File: config.mk
export PLATFORM = sky130hd
export DESIGN_NAME = half_lshift
export DESIGN_NICKNAME = d
export VERILOG_FILES = /design/src/rtl/half_lshift.sv
export SDC_FILE = /design/constraint.sdc
export NUM_CORES = 1
export LEC_CHECK = 0
export CAP_MARGIN = 0
export CORE_MARGIN = 4
export CORE_UTILIZATION = 45
export DETAILED_ROUTE_END_ITERATION = 8
export PLACE_DENSITY_LB_ADDON = 0.15
export REMOVE_ABC_BUFFERS = 1
export SETUP_SLACK_MARGIN = 0.15
export SLEW_MARGIN = 20
export SYNTH_ARGS = -nofsm -noshare
export SYNTH_HDL_FRONTEND = slang
export SYNTH_SLANG_ARGS = --single-unit
File: constraint.sdc
create_clock -name vclk -period 15.9
set_input_delay 4.77 -clock vclk [all_inputs]
set_output_delay 4.77 -clock vclk [all_outputs]
set_load 0.01 [all_outputs]
File: src/rtl/half_lshift.sv
module half_lshift #(
  parameter int HALF_W   = 16,
  parameter int CNT_BITS = 6
) (
  input  logic [2*HALF_W-1:0] src_word,
  input  logic                src_hi,
  input  logic [2*HALF_W-1:0] cnt_word,
  input  logic [2*HALF_W-1:0] dst_old,
  input  logic                dst_hi,
  output logic [2*HALF_W-1:0] dst_new
);
  localparam int WORD_W = 2 * HALF_W;
  localparam logic [CNT_BITS:0] LIMIT = (CNT_BITS+1)'(HALF_W);

  logic [HALF_W-1:0]   operand;
  logic [CNT_BITS-1:0] cnt;
  logic [CNT_BITS-1:0] mag;
  logic                go_right;
  logic                too_far;
  logic [HALF_W-1:0]   shifted;
  logic                unused_cnt_hi;

  assign unused_cnt_hi = ^cnt_word[WORD_W-1:CNT_BITS];

  assign operand  = src_hi ? src_word[WORD_W-1:HALF_W] : src_word[HALF_W-1:0];
  assign cnt      = cnt_word[CNT_BITS-1:0];
  assign go_right = cnt[CNT_BITS-1];
  assign mag      = go_right ? (~cnt + 1'b1) : cnt;
  assign too_far  = {1'b0, mag} >= LIMIT;

  always_comb begin
    if (too_far)       shifted = '0;
    else if (go_right) shifted = operand >> mag;
    else               shifted = operand << mag;
  end

  assign dst_new = dst_hi ? {shifted, dst_old[HALF_W-1:0]}
                          : {dst_old[WORD_W-1:HALF_W], shifted};
endmodule

# After elaboration in Yosys (flattened, before gate mapping)
# Cells that the tools add are included.
dict set report word_totals {
  ff_bits 0
  latch_bits 0
  ram_bits 0
  rom_bits 0
  out_inout_bits 32
  elab_cells 10
  n_memories 0
}
dict set report classes {
  addsub 1
  multipliers 0
  div 0
  order_cmp 1
  n_eq_ne 0
  shifts 2
  n_mux 5
  n_bitwise 1
  n_reduce_logical 0
}
# op n
set op_table {}
lappend op_table {{two-way mux 16 bit} 3}
lappend op_table {{two-way mux 32 bit} 1}
lappend op_table {{left shift 16 x 6 -> 16 bit} 1}
lappend op_table {{right shift 16 x 6 -> 16 bit} 1}
lappend op_table {{adder 6 x 1 -> 6 bit (second input constant)} 1}
lappend op_table {{greater-or-equal comparator 6 x 5 -> 1 bit (second input constant)} 1}
lappend op_table {{two-way mux 6 bit} 1}
lappend op_table {{inverter 6 bit} 1}

# Logic depth before layout (Yosys ltp)
# Gate-level depths: netlist of the first run.
dict set report depth {
  depth_word 7
  mapped_depth 12
  ltp_nobuf 8
}

# Least setup slack after synthesis of the first run
# OpenSTA, ideal clock, no wires.
dict set report synth_timing {
  path_type {input -> output}
  start {in cnt_word[1]}
  end {out dst_new[0]}
  arrival_ns 7.151
  required_time_ns 11.130
  setup_slack_ns 3.979
  path_stages 12
  cell_sequence {buf_6 > clkbuf_1 > inv_1 > ha_1 > buf_2 > mux2_4 > buf_6 > nor3_2 > o21ai_1 > a32oi_1 > nor2_1 > o41ai_1}
}
dict set report synth_via {
  elab_chain_len 7
}
# item line_no
set synth_lines {}
lappend synth_lines {{start: declaration} 7} ;# input logic [2*HALF_W-1:0] cnt_word,
lappend synth_lines {{inverter 6 bit} 28} ;# assign mag = go_right ? (~cnt + 1'b1) : cnt;
lappend synth_lines {{adder 6 x 1 -> 6 bit} 28}
lappend synth_lines {{two-way mux 6 bit (*)} 28}
lappend synth_lines {{left shift 16 x 6 -> 16 bit / right shift 16 x 6 -> 16 bit (equally long branches)} {34, 33}}
lappend synth_lines {{two-way mux 16 bit} 33} ;# else if (go_right) shifted = operand >> mag;
lappend synth_lines {{two-way mux 16 bit (*)} 32} ;# if (too_far) shifted = '0;
lappend synth_lines {{two-way mux 32 bit (*)} 37} ;# assign dst_new = dst_hi ? {shifted, dst_old[HALF_W-1:0]}
lappend synth_lines {{end: declaration} 10} ;# output logic [2*HALF_W-1:0] dst_new
# Mark *: on every way between the ends. The rest lies on a longest branch, timed or not.

# Worst setup path in the final report of the first run
dict set report layout_timing {
  start {in cnt_word[1]}
  end {out dst_new[10]}
}
# Same word-level chain as after synthesis.

==> metrics.md, run 1 <==
| Metric | Value |
|---|---|
| Vias in the first global route | approximately 3,400 |
| CP delay by family, top | buffers and inverters |
| CP endpoint kind | primary output |
| NumNets Final | 540 |
| Comb pwr share | 1.000 |
| Post-CTS sizing | 0 |
| Number of flip-flops and latches | 0 |
| Crit-path max cell delay | 0.77 ns |
| Clock power share | 0 |
| Slew margin rel. | 0.318 |
| DP Area | just under 4000 µm² |
| Hold path start | dst_old[8] |
| Die width | between 80 and 90 µm |
| Tmin final | 13.65 ns |
| Min-Delay Endpoint | dst_new[8] |
| Commonest non-fill, non-tap cells in the layout | 102 x clkdlybuf4s50_1, 37 x nand2_1, 27 x nor2_1 |
| Die ar. | roughly 8100 µm² |
| CP Launch Type | input port |
| Crit path required time | approximately 11 ns |
| Static leakage | approximately 1.4 nW |
| Critical path class | in2out |
| Hold Crit Depth | 4 |
| Final wirelength | roughly 12,000 µm |
| 1st-iter DRT viols | just over 400 |
| Vias | about 3,600 |
| Die height | 89.9 µm |
| Avg Cell Area, Syn | about 8.3 µm² |
| Drt wl/cell | 22.4 µm |
| Final ANT Viol Nets | 0 |
| Hold Vio Cnt, Final | 0 |
| Total negative slack | 0 ns |
| Commonest non-fill, non-tap cell in the layout | clkdlybuf4s50_1 |
| Core area | ~6400 µm² |
| Most used cell, CP | clkdlybuf4s50_1 |
| RD Place Congestion | 1.00 |
| Share of cells above drive strength 1 | 0.162 |
| Tcrit/Tclk final | 0.858 |
| Peak supply drop | 0.0237 mV |
| Seq/Total Area, Yosys | 0 |
| Placed Cells | ~520 |
| Port Buf Inserts | 104 |
| Critical path's slowest cell | mux2i_4 |
| Drt pass-1 iters | 5 |
| Slew @ Worst Pin | approximately 1 ns |
| FMAX | roughly 73 MHz |
| Status | completed |
| Crit-path cells | clkdlybuf4s50_1 -> buf_4 -> inv_1 -> ha_1 -> mux2i_4 -> mux2i_1 -> a21oi_1 -> or4_1 -> a211oi_1 -> mux2_2 -> clkdlybuf4s50_1 |
| Non-Filler Cell Area, Final | 3940 µm² |
| Gr usage total | 0.275 |
| Unrepaired setup endpoints after global routing | no |
| First-pass GRT wire length | ~18,000 µm |
| Pint | roughly 0.072 mW |
| Clock buffer cells | 0 |
| Post-DP HPWL | roughly 9100 µm |
| Area grow syn2layout | 30.4% |
| Final cell count without fillers | about 520 |
| CP arrival | between 8 and 9 ns |
| Yosys warnings | 0 |
| Setup bufs post-CTS | 0 |
| Post-synth design cell area | ~3000 µm² |
| Drt drc | 0 |
| Sw frac | 0.521 |
| Initial antenna violation count | 0 |
| Grt total ovfl | 0 |
| Row count | 29 |
| Hold WC Path Type | in2out |
| Total area of sequential cells | 0 µm² |
| Power per Cell Area | between 30 and 40 nW/µm² |
| Max Slew Vio Count | 0 |
| Vias/cell | between 7 and 8 |
| Largest net degree at the start of global routing | 48 |
| Psw | between 0.07 and 0.08 mW |
| Critical path fanouts, max | 27 |
| Max Cap Viol | 0 |
| I/O Pins | 130 |
| Cell count after synthesis | 365 |
| CP bufs+invs | 4 |
| Antenna diode count | 0 |
| Hold Buf Count CTS | 0 |
| Flop pwr share | 0 |
| Setup violations, final | 0 |
| Starting Density | 0.470 |
| Count of cell types in the netlist | 80 |
## cell families after synthesis
logic type | after synthesis | synth area share
simple gates | 128 | 0.219
buf+inv | 42 | 0.0920
mux | 69 | 0.368
fa+ha+maj | 1 | 0.00415
compound gates | 120 | 0.297
xor+xnor | 5 | 0.0195
## power by group through the flow
stage / clock network, mW / logic [mW] / registers [mW]
6_report: 0 / 0.150 / 0
5_1_grt: 0 / 0.160 / 0
4_1_cts: 0 / 0.148 / 0
3_5_place_dp: 0 / 0.147 / 0
3_3_place_gp: 0 / 0.146 / 0
2_1_floorplan: 0 / 0.0778 / 0
## Yosys cell counts, drive strengths merged (4+ instances only)
cell	count	area, µm²
a211o	4	35.0
a211oi	7	57.6
a21oi	16	87.6
a22oi	6	45.0
a31oi	10	62.6
and3	4	25.0
buf	26	218
clkbuf	10	37.5
inv	5	18.8
mux2	17	199
mux2i	24	265
mux4	28	646
nand2	37	139
nand3	7	35.0
nor2	28	108
nor3	19	110
nor4	8	65.1
o21ai	21	105
o2bb2ai	4	35.0
o311ai	4	35.0
o41ai	7	61.3
## through the flow
step	util	hold slack (ns)	worst slack, ns	total power, mW
floorplan	-	9.63	4.18	0.0778
global placement	0.613	10.52	2.28	0.146
detailed placement	0.613	10.52	2.29	0.147
CTS	0.613	10.52	2.29	0.148
global route	0.613	10.55	2.08	0.160
finish	0.613	10.51	2.25	0.150
## layout make-up
type / count / area, µm²
Tap cell: 77 / 96.3
Multi-Input combinational cell: 323 / 2740
Inverter: 6 / 22.5
Fill cell: 600 / 2490
Timing Repair Buffer: 110 / 1080
## routing by layer
layer	part of all wire	track usage
met1	0.41	0.363
met2	0.47	0.457
met3	0.095	0.0601
met4	0.030	0.0702
met5	0	0
## how the worst max path moves through the flow
stage | slack [ns] | start | endpoint | cells past startpoint
finish | 2.25 | cnt_word[1] | dst_new[10] | 11
global route | 2.08 | cnt_word[1] | dst_new[18] | 11
global placement | 2.28 | cnt_word[1] | dst_new[26] | 11
detailed placement | 2.29 | cnt_word[1] | dst_new[26] | 11
CTS | 2.29 | cnt_word[1] | dst_new[26] | 11
floorplan | 4.18 | cnt_word[0] | dst_new[10] | 8
No activity file was read; power rests on OpenSTA's default activity.
==> run 2, diff against run 1 <==
Settings changed: DONT_BUFFER_PORTS from default to 1, PLACE_DENSITY_LB_ADDON 0.15 to 0.2.
==> run 2 against run 1 <==
Against the previous run:
- setup slack gained 1.3 ns
- worst hold slack got worse by 0.87 ns
- via count fell by 14%
- non-clock buffer count down 108
- global-route usage down 2.5 points
- highest routed layer unchanged
- largest cell class unchanged
==> metrics.md, run 2 (same netlist as run 1, synthesis figures left out) <==
| Metric | Value |
|---|---|
| Vias in the first global route | 2,917 (-13%) |
| Setup bufs post-CTS | 0 (unchanged) |
| Total area of sequential cells | 0 µm² (unchanged) |
| Hold WC Path Type | in2out |
| Pre-CTS setup slack | 3.58 ns (+1.29 ns) |
| Tcrit/Tclk final | 0.780 (-0.0788) |
| Post-CTS sizing | 0 (unchanged) |
| CP Launch Type | input port |
| Post-DP HPWL | 8210 µm (-9.3%) |
| CP arrival | 7.63 ns (-1.25 ns) |
| Vias/cell | 7.62 (+8.6%) |
| Fill cells | 665 (+11%) |
| Die width | 89.9 µm (unchanged) |
| Total negative slack | 0 ns (unchanged) |
| Largest net degree at the start of global routing | 49 (+2.1%) |
| NumNets Final | 432 (-20%) |
| Die height | 89.9 µm (unchanged) |
| Area grow syn2layout | -4.77% |
| Hold Buf Count CTS | 0 (unchanged) |
| Grt total ovfl | 0 (unchanged) |
| CP endpoint kind | primary output |
| Slew margin rel. | 0.360 (+0.0424) |
| Core area | 6420 µm² (unchanged) |
| Max Slew Vio Count | 0 (unchanged) |
| Unrepaired setup endpoints after global routing | no |
| Setup violations, final | 0 (unchanged) |
| Drt drc | 0 (unchanged) |
| Clock buffer cells | 0 (unchanged) |
| 1st-iter DRT viols | 355 (-13%) |
| Tmin final | 12.40 ns (-1.25 ns) |
| Share of cells above drive strength 1 | 0.196 (+0.0346) |
| Die ar. | 8080 µm² (unchanged) |
| Drt wl/cell | 26.1 µm (+16%) |
| Antenna diode count | 0 (unchanged) |
| Vias | 3,108 (-14%) |
| I/O Pins | 130 (unchanged) |
| Status | completed |
| Row count | 29 (unchanged) |
| Fin worst setup slack | 3.50 ns (+1.25 ns) |
| Drt pass-1 iters | 5 (unchanged) |
| Critical path fanouts, max | 48 (+78%) |
| Initial antenna violation count | 0 (unchanged) |
| Slew @ Worst Pin | 0.939 ns (-0.0836 ns) |
| Max Cap Viol | 0 (unchanged) |
| Port Buf Inserts | 0 (-100%) |
| Gr usage total | 0.250 (-0.0247) |
| Power per Cell Area | 35.8 nW/µm² (-6.2%) |
| RD Place Congestion | 0.933 (-7.2%) |
| Final wirelength | 10,600 µm (-8.1%) |
| Final ANT Viol Nets | 0 (unchanged) |
| First-pass GRT wire length | 16,800 µm (-8.2%) |
| Number of flip-flops and latches | 0 (unchanged) |
| FMAX | 80.7 MHz (+10%) |
| Crit path required time | 11.13 ns (about the same) |
| Static leakage | 0.937 nW (-31%) |
| Starting Density | 0.470 (unchanged) |
| Hold Vio Cnt, Final | 0 (unchanged) |
| Commonest non-fill, non-tap cell in the layout | nand2_1 |
| Peak supply drop | 0.0139 mV (-42%) |
| Commonest non-fill, non-tap cells in the layout | 37 x nand2_1, 27 x nor2_1, 24 x mux4_2 |
| Critical path class | in2out |
## run 2: cell types whose count changed in the layout (fill, tap and decap cells not counted), sizes merged
| cell | delta |
|---|---|
| buf | -6 |
| clkdlybuf4s50 | -102 |
## run 2: worst paths after layout
path / from / endpoint / slack [ns] / cells past startpoint
hold / removal: dst_hi / dst_new[24] / 9.64 / 1
setup / recovery: cnt_word[0] / dst_new[10] / 3.50 / 8
## run 2: worst max-delay path, cell delays in order
cell	delay [ns]
inv_2	0.15
ha_1	0.38
mux2i_4	0.76
mux2i_1	0.31
a21oi_1	0.11
or4_1	0.44
a211oi_1	0.41
mux2_2	0.28
## run 2: routing by layer
layer  part of all wire  up-vias  global-route usage
met5                  0        -                   0
met4              0.029        0              0.0676
met3              0.076       22              0.0434
met2               0.47      158               0.404
met1               0.42     1505               0.345
li1                   -     1423                   -
## run 2: area by class of cell
cell class                 count  area, µm²  share of cell area
tap                           77       96.3              0.0335
timing repair buffer           2       15.0             0.00522
inverter                       6       22.5             0.00784
multi-input combinational    323       2740               0.953
## run 2: metrics by stage
stage	std cells	total power, mW	hold WS, ns	utilization	cell area [µm²]
after floorplan	329	0.0778	9.63	-	2760
after global placement	408	0.101	9.64	0.447	2870
after detailed placement	408	0.101	9.64	0.447	2870
after CTS	408	0.101	9.64	0.447	2870
after global routing	408	0.109	9.64	0.447	2870
final	408	0.103	9.64	0.447	2870
## run 2: where the power goes
part | leakage (nW) | switching [mW] | total, mW | internal [mW]
Sequential | 0 | 0 | 0 | 0
Clock | 0 | 0 | 0 | 0
Combinational | 0.937 | 0.0589 | 0.103 | 0.0440
